File: src/rtl/dram_seq_pkg.sv
package dram_seq_pkg;

    typedef enum logic [2:0] {
        S_IDLE = 3'd0,
        S_PRE1 = 3'd1,
        S_PRE2 = 3'd2,
        S_ROW  = 3'd3,
        S_COL1 = 3'd4,
        S_WAIT = 3'd5,
        S_COL2 = 3'd6
    } seq_state_e;

    typedef struct packed {
        logic two_pre;
        logic pin_en;
        logic is_wr;
        logic is_ref;
    } cyc_cfg_t;

    function automatic logic in_precharge(seq_state_e s);
        return (s == S_PRE1) || (s == S_PRE2);
    endfunction

    function automatic logic in_column(seq_state_e s);
        return (s == S_COL1) || (s == S_WAIT) || (s == S_COL2);
    endfunction

    function automatic logic row_open(seq_state_e s);
        return (s == S_ROW) || in_column(s);
    endfunction

endpackage

File: src/rtl/dram_wait_sampler.sv
module dram_wait_sampler (
    input  logic clk,
    input  logic rst,
    input  logic wait_n,
    output logic wait_s
);
    // Capture the wait line on the falling edge; the FSM uses it on the next rising edge.
    always_ff @(negedge clk) begin
        if (rst) wait_s <= 1'b1;
        else     wait_s <= wait_n;
    end
endmodule

File: src/rtl/dram_seq_addr.sv
module dram_seq_addr #(
    parameter int ADDR_W = 12
) (
    input  logic              clk,
    input  logic              rst,
    input  logic              load,
    input  logic              col_phase,
    input  logic [ADDR_W-1:0] row_in,
    input  logic [ADDR_W-1:0] col_in,
    output logic [ADDR_W-1:0] addr_out
);
    logic [ADDR_W-1:0] row_q;
    logic [ADDR_W-1:0] col_q;

    always_ff @(posedge clk) begin
        if (rst) begin
            row_q <= '0;
            col_q <= '0;
        end else if (load) begin
            row_q <= row_in;
            col_q <= col_in;
        end
    end

    assign addr_out = col_phase ? col_q : row_q;
endmodule

File: src/rtl/dram_seq_fsm.sv
module dram_seq_fsm
    import dram_seq_pkg::*;
#(
    parameter int WCNT_W = 2
) (
    input  logic              clk,
    input  logic              rst,
    input  logic              acc_req,
    input  logic              ref_req,
    input  logic              acc_wr,
    input  logic              two_pre,
    input  logic              prog_en,
    input  logic [WCNT_W-1:0] prog_cnt,
    input  logic              pin_en,
    input  logic              wait_s,
    output seq_state_e        state,
    output cyc_cfg_t          cfg_q,
    output logic              start,
    output logic              ref_last
);
    logic [WCNT_W-1:0] wcnt;
    logic              wait_phase;

    assign start      = (state == S_IDLE) && (acc_req || ref_req);
    assign wait_phase = (state == S_COL1) || (state == S_WAIT);
    assign ref_last   = cfg_q.is_ref &&
                        (((state == S_PRE1) && !cfg_q.two_pre) || (state == S_PRE2));

    always_ff @(posedge clk) begin
        if (rst) begin
            state <= S_IDLE;
            cfg_q <= '0;
            wcnt  <= '0;
        end else begin
            unique case (state)
                S_IDLE: begin
                    if (ref_req) begin
                        cfg_q <= '{two_pre: two_pre, pin_en: 1'b0, is_wr: 1'b0, is_ref: 1'b1};
                        wcnt  <= '0;
                        state <= S_PRE1;
                    end else if (acc_req) begin
                        cfg_q <= '{two_pre: two_pre, pin_en: pin_en, is_wr: acc_wr, is_ref: 1'b0};
                        wcnt  <= prog_en ? prog_cnt : '0;
                        state <= S_PRE1;
                    end
                end
                S_PRE1: begin
                    if (cfg_q.two_pre)     state <= S_PRE2;
                    else if (cfg_q.is_ref) state <= S_IDLE;
                    else                   state <= S_ROW;
                end
                S_PRE2: state <= cfg_q.is_ref ? S_IDLE : S_ROW;
                S_ROW:  state <= S_COL1;
                S_COL1, S_WAIT: begin
                    if (wcnt != '0) begin
                        wcnt  <= wcnt - 1'b1;
                        state <= S_WAIT;
                    end else if (cfg_q.pin_en && !wait_s) begin
                        state <= S_WAIT;
                    end else begin
                        state <= S_COL2;
                    end
                end
                S_COL2:  state <= S_IDLE;
                default: state <= S_IDLE;
            endcase
        end
    end

    AST_ROW_AFTER_PRE: assert property (@(posedge clk) disable iff (rst)
        (state == S_ROW) |-> ($past(state) == S_PRE1 || $past(state) == S_PRE2));
    AST_SECOND_PRE: assert property (@(posedge clk) disable iff (rst)
        (state == S_PRE2) |-> ($past(state) == S_PRE1 && cfg_q.two_pre));
    AST_PROG_WAIT_TAKEN: assert property (@(posedge clk) disable iff (rst)
        (state == S_COL1 && wcnt != '0) |=> (state == S_WAIT));
    AST_PIN_EXTEND: assert property (@(posedge clk) disable iff (rst)
        (wait_phase && wcnt == '0 && cfg_q.pin_en && !wait_s) |=> (state == S_WAIT));
    AST_PIN_IGNORED: assert property (@(posedge clk) disable iff (rst)
        (wait_phase && wcnt == '0 && !cfg_q.pin_en) |=> (state == S_COL2));
    AST_REF_STAYS_PRE: assert property (@(posedge clk) disable iff (rst)
        (cfg_q.is_ref && state != S_IDLE) |-> in_precharge(state));
    AST_CFG_HELD: assert property (@(posedge clk) disable iff (rst)
        (state != S_IDLE && $past(state) != S_IDLE) |-> $stable(cfg_q));
endmodule

File: src/rtl/dram_access_seq.sv
module dram_access_seq
    import dram_seq_pkg::*;
#(
    parameter int ADDR_W = 12,
    parameter int WCNT_W = 2
) (
    input  logic              clk,
    input  logic              rst,
    input  logic              acc_req,
    input  logic              acc_wr,
    input  logic [ADDR_W-1:0] row_addr,
    input  logic [ADDR_W-1:0] col_addr,
    input  logic              ref_req,
    input  logic              cfg_two_pre,
    input  logic              cfg_prog_en,
    input  logic [WCNT_W-1:0] cfg_prog_cnt,
    input  logic              cfg_pin_en,
    input  logic              wait_n,
    output logic [ADDR_W-1:0] mem_addr,
    output logic              ras_n,
    output logic              cas_n,
    output logic              we_n,
    output logic              rd_stb,
    output logic              done
);
    seq_state_e state;
    cyc_cfg_t   cfg_q;
    logic       start;
    logic       ref_last;
    logic       wait_s;
    logic       col_phase;

    dram_wait_sampler u_wait (
        .clk    (clk),
        .rst    (rst),
        .wait_n (wait_n),
        .wait_s (wait_s)
    );

    dram_seq_fsm #(.WCNT_W(WCNT_W)) u_fsm (
        .clk      (clk),
        .rst      (rst),
        .acc_req  (acc_req),
        .ref_req  (ref_req),
        .acc_wr   (acc_wr),
        .two_pre  (cfg_two_pre),
        .prog_en  (cfg_prog_en),
        .prog_cnt (cfg_prog_cnt),
        .pin_en   (cfg_pin_en),
        .wait_s   (wait_s),
        .state    (state),
        .cfg_q    (cfg_q),
        .start    (start),
        .ref_last (ref_last)
    );

    assign col_phase = in_column(state);

    dram_seq_addr #(.ADDR_W(ADDR_W)) u_addr (
        .clk       (clk),
        .rst       (rst),
        .load      (start),
        .col_phase (col_phase),
        .row_in    (row_addr),
        .col_in    (col_addr),
        .addr_out  (mem_addr)
    );

    assign ras_n  = !row_open(state);
    assign cas_n  = !col_phase;
    assign we_n   = !(col_phase && cfg_q.is_wr);
    assign rd_stb = (state == S_COL2) && !cfg_q.is_wr;
    assign done   = (state == S_COL2) || ref_last;

    AST_DONE_SINGLE: assert property (@(posedge clk) disable iff (rst)
        done |=> !done);
    AST_CAS_NEEDS_RAS: assert property (@(posedge clk) disable iff (rst)
        !cas_n |-> !ras_n);
    AST_WE_IN_COLUMN: assert property (@(posedge clk) disable iff (rst)
        !we_n |-> !cas_n);
endmodule

File: config.mk
export PLATFORM = sky130hd
export DESIGN_NAME = dram_access_seq
export DESIGN_NICKNAME = d
export VERILOG_FILES = /design/src/rtl/dram_seq_pkg.sv /design/src/rtl/dram_wait_sampler.sv /design/src/rtl/dram_seq_addr.sv /design/src/rtl/dram_seq_fsm.sv /design/src/rtl/dram_access_seq.sv
export SDC_FILE = /design/constraint.sdc
export NUM_CORES = 1
export LEC_CHECK = 0
export BUFFER_PORTS_ARGS = -buffer_cell sky130_fd_sc_hd__buf_2
export CORE_ASPECT_RATIO = 1.1
export CORE_MARGIN = 2
export CORE_UTILIZATION = 43
export DETAILED_ROUTE_END_ITERATION = 6
export MAX_ROUTING_LAYER = met4
export PLACE_DENSITY = 0.69
export SETUP_SLACK_MARGIN = 0.1
export SLEW_MARGIN = 25
export SYNTH_ARGS = -nofsm -noshare
export SYNTH_HDL_FRONTEND = slang
export SYNTH_SLANG_ARGS = --single-unit
File: constraint.sdc
create_clock -name clk -period 2.6 [get_ports clk]
set_input_delay 0.26 -clock clk [delete_from_list [all_inputs] [get_ports clk]]
set_output_delay 0.26 -clock clk [all_outputs]
set_load 0.01 [all_outputs]
Yosys cells after proc, flatten, opt, wreduce, memory -nomap -nowiden

Index checks and enable logic that the tools add are counted.

Register bits after elaboration: 34
Latch bits: 0
Bits in writable memories: 0
Bits in read-only memories: 0
Input bits: 35
Memories: 0

Add/sub/neg operators: 1
$mul: 0
Divide/modulo/power cells: 0
Order comparisons: 0
Equal/unequal tests: 8
Shift operators: 0
Muxes and demuxes: 15
Bitwise operators: 0
Reductions and logical operators: 25

Operators by type and width:

| operator                                          | number |
|---|---|
| one-hot mux 3 bit (5 select lines)                | 1 |
| 2-to-1 mux 12 bit                                 | 1 |
| 2-to-1 mux 2 bit                                  | 6 |
| 2-to-1 mux 3 bit                                  | 4 |
| == test 3 bit (second input constant)             | 3 |
| 2-to-1 mux 4 bit                                  | 2 |
| == test 3 x 2 -> 1 bit (second input constant)    | 2 |
| logical AND 1 bit                                 | 6 |
| zero test 1 bit                                   | 6 |
| logical OR 1 bit                                  | 6 |
| nonzero test 2 bit                                | 3 |
| one-hot mux 2 bit (2 select lines)                | 1 |
| == test 3 x 1 -> 1 bit (second input constant)    | 1 |
| zero test 3 bit                                   | 1 |
| != test 3 bit (second input constant)             | 1 |
| AND reduction 3 bit                               | 1 |
| != test 2 x 1 -> 1 bit (second input constant)    | 1 |
| AND reduction 2 bit                               | 1 |
| OR reduction 2 bit                                | 1 |
| subtractor 2 x 1 -> 2 bit (second input constant) | 1 |

Longest topological paths before layout

Depth after elaboration: 5
Gate-level depth with buffers: 6

Modules after synthesis

Synthesis repeated with hierarchy kept, for this count alone.

Cell total of the unflattened synthesis: 167
Area total of the unflattened synthesis: 1670.4 um2

By module, submodules not included:

| module            | instances | cells an instance | area each (um2) | sequential area each (um2) |
|---|---|---|---|---|
| dram_seq_addr     | 1         | 90                | 1012.2          | 480.5 |
| dram_seq_fsm      | 1         | 66                | 569.3           | 180.2 |
| dram_access_seq   | 1         | 8                 | 58.8            | 0.0 |
| dram_wait_sampler | 1         | 3                 | 30.0            | 20.0 |

==> impl_metrics.csv <==
group,metric,value,unit
yosys,ys_seq_area_share,40.5,%
worst_setup_path,crit_buf_inv,2,
worst_setup_path,critPathTopFamily,"flip-flops",
yosys,async_reset_ff_share,0,%
power,p_clk_share,17.7,%
floorplanning,fp.dieW,63.6,um
route,routedWlPerCell,13.8,um
global_route,grt_max_degree,33,
finish,final_util,54.5,%
worst_setup_path,start_kind,"flip-flop",
sta,fin_ws,326,ps
clocking,cts_max_path_buffers,2,
sta,fin_skew,54.3,ps
worst_setup_path,path_class,"flip-flop to primary output",
power,swShare,39.8,%
floorplanning,start_util,45.7,%
yosys,synth_xor_area_share,0,%
route,vias_per_cell,5.33,
global_route,antenna_found_initial,0,
route,drc,0,
clocking,cts_made_buffers,5,
yosys,synth_cells,200,
yosys,yosys.area_share.simple,19.0,%
placement,port_buffers,51,
clocking,ctsHoldBuffers,0,
yosys,synth_top_family_by_area,"compound AO/OA/AOI/OAI gates",
route,final_antenna_net_count,0,
floorplanning,die_y,69.6,um
clocking,post_cts_buffers,0,
clocking,htreeDepth,2,
sta,slew_violations,0,
worst_hold_path,hold_path.class,"input port to flip-flop",
run_status,status,"completed",
global_route,grt_pass1_wl,7000,um
floorplanning,rows,23,
global_route,grt_overflow,0,
floorplanning,die_area,4430,um^2
clocking,root_buffer,"clkbuf_8",
yosys,synth_mux_area_share,8.04,%
power,power_density,1020,nW/um^2
finish,nets,280,
yosys,synth_cell_types,33,
sta,fin_crit,2270,ps
worst_setup_path,cp-end-kind,"primary output",
floorplanning,core,3680,um^2
power,leakagePower,0.829,nW
yosys,synth_adder_area_share,0.744,%
sta,rsz0062_at_grt,"no",
route,routed_wl,4060,um
worst_setup_path,critPathMaxStageDelay,640,ps
power,combPwrFrac,43.4,%
finish,num_antenna_cells,0,
sta,worstMarginPinSlew,757,ps
sta,setup_viol,0,
power,p_int,1.24,mW
yosys,syn-cell-area,1680,um^2
clocking,cts_tree,"built",
sta,final-hold-violation-count,0,
power,ir_drop,440,uV
sta,finalCritPeriodShare,87.4,%
placement,dpl_worst_slack,391,ps
worst_setup_path,cp_max_fo,17,
floorplanning,ios,52,
power,pwr-share-seq,39.0,%
sta,relSlewSlack,49.4,%
route,dr.pass1.iters,4,
placement,dp_hpwl,2760,um
global_route,grt_pass1_vias,1517,
placement,routabilityCongestion,0.763,
clocking,cts.sink_count,34,
worst_setup_path,cp_cell_sequence,"a21boi_2, buf_4, mux2_2, buf_2",
yosys,syn_nets,236,
route,vias,1568,
run,drv_cap,0,
worst_setup_path,crit_arrival,2010,ps
yosys,synth-edff-count,0,
finish,final_layout_size_suffix_gt1_share,32.8,%
power,p_sw,0.817,mW
clocking,ctsResizeCount,0,
sta,max_freq,440,MHz
finish,n_fill_cell,402,
sta,tns,0,ps
yosys,avgSynthCellArea,8.41,um^2
clocking,clk-insertion-delay-late,330,ps
yosys,synth-compound-area-share,23.7,%
finish,syn_to_final_growth,19.3,%
route,first_iter_violations,111,
yosys,ys_seq_elements,34,
worst_setup_path,critical-path-slowest-cell,"dfxtp_1",
clocking,clkTransAtPathRegs,60,ps
global_route,grtUsageTotal,20.5,%
yosys,ys_warn_count,0,
yosys,synth_top_flop_cell,"dfxtp_1",
worst_setup_path,worstPathRequired,2340,ps
## placed cells by master, fill, tap and decap left out, drive strengths merged
cell type / count
buf: 56
dfxtp: 34
a21oi: 31
o21ai: 31
nand3: 25
mux2: 12
clkbuf: 7
inv: 6
nand2: 4
nor2b: 4
nor2: 4
nand2b: 4
nor3b: 4
nor3: 3
or2: 2
a31oi: 2
a211oi: 2
a311oi: 2
nand4b: 2
a21boi: 1
nor4b: 1
nand3b: 1
or3: 1
o31ai: 1
and2: 1
a221oi: 1
a211o: 1
ha: 1
## cells in the mapped netlist (4+ instances only)
cell type,instances,area share (%)
nor2_1,4,0.89
o21ai_0,20,6.0
nand3_1,25,7.4
a21oi_1,31,9.2
nor3b_1,4,1.8
inv_1,6,1.3
buf_6,4,2.7
mux2_2,12,8.0
nor2b_1,4,1.5
clkbuf_1,6,1.3
nand2b_1,4,1.5
o21ai_1,9,2.7
dfxtp_1,34,40
buf_2,7,2.1
nand2_1,4,0.89
## routing by layer
metal	share of wire, %	vias to the layer above	GRT usage (%)
met3	6.5	9	6.66
met5	0	-	-
met4	1.5	0	8.70
met2	47	42	30.6
met1	45	714	25.2
li1	-	803	-
## state kept, by name, indices dropped and copies added (netlist names)
| register | count |
|---|---|
| u_fsm.cfg_q | 4 |
| u_addr.row_q | 12 |
| u_fsm.wcnt | 2 |
| u_addr.col_q | 12 |
| u_wait.wait_s | 1 |
| u_fsm.state | 3 |
## path summary, 6_finish.rpt
kind / start / endpoint / slack (ps) / cells after the start
worst max register to register: u_wait.wait_s$_SDFF_NP1_ / u_fsm.state[0]$_SDFFE_PP0P_ / 340 / 3
worst min-delay path: col_addr[1] / u_addr.col_q[1]$_SDFFE_PP0P_ / 220 / 3
worst min register to register: u_addr.row_q[2]$_SDFFE_PP0P_ / u_addr.row_q[2]$_SDFFE_PP0P_ / 480 / 2
worst max-delay path: u_fsm.state[2]$_SDFFE_PP0P_ / mem_addr[5] / 330 / 4
## power by group through the flow
stage | Clock (mW) | Combinational (mW) | Sequential [mW]
CTS | 0.375 | 0.895 | 0.798
global route | 0.407 | 1.00 | 0.826
floorplan | 0.00481 | 0.777 | 0.740
detailed placement | 0.00481 | 0.892 | 0.810
finish | 0.363 | 0.890 | 0.800
global placement | 0.00481 | 0.882 | 0.805
## logic make-up (layout without fill, tap and decap cells)
| family | count (synthesis) | after routing |
|---|---|---|
| AOI/OAI and AO/OA | 72 | 72 |
| and+or+nand+nor | 56 | 56 |
| DFF | 34 | 34 |
| buffers and inverters | 25 | 69 |
| muxes | 12 | 12 |
| adders and majority gates | 1 | 1 |
## stage by stage
stage / cells / instance area (um^2) / hold slack (ps) / power [mW]
3_3_place_gp: 287 / 1930 / 452 / 1.69
6_report: 294 / 2010 / 223 / 2.05
5_1_grt: 294 / 2010 / 222 / 2.24
2_1_floorplan: 200 / 1680 / 400 / 1.52
4_1_cts: 294 / 2010 / 214 / 2.07
3_5_place_dp: 287 / 1930 / 467 / 1.71
## cell type report
type | instances | area, um^2 | share of cell area, %
inverter | 5 | 18.8 | 0.935
clock buffer | 7 | 76.3 | 3.80
sequential | 34 | 681 | 33.9
multi-input combinational | 141 | 872 | 43.5
clock inverter | 1 | 3.75 | 0.187
timing repair buffer | 56 | 293 | 14.6
tap | 50 | 62.6 | 3.12
## tightest hold or removal path: stages
cell and delay, ps:
buf_2 90, nand3_1 50, a21oi_1 50
Note: power is estimated with default switching activity, not from simulation.
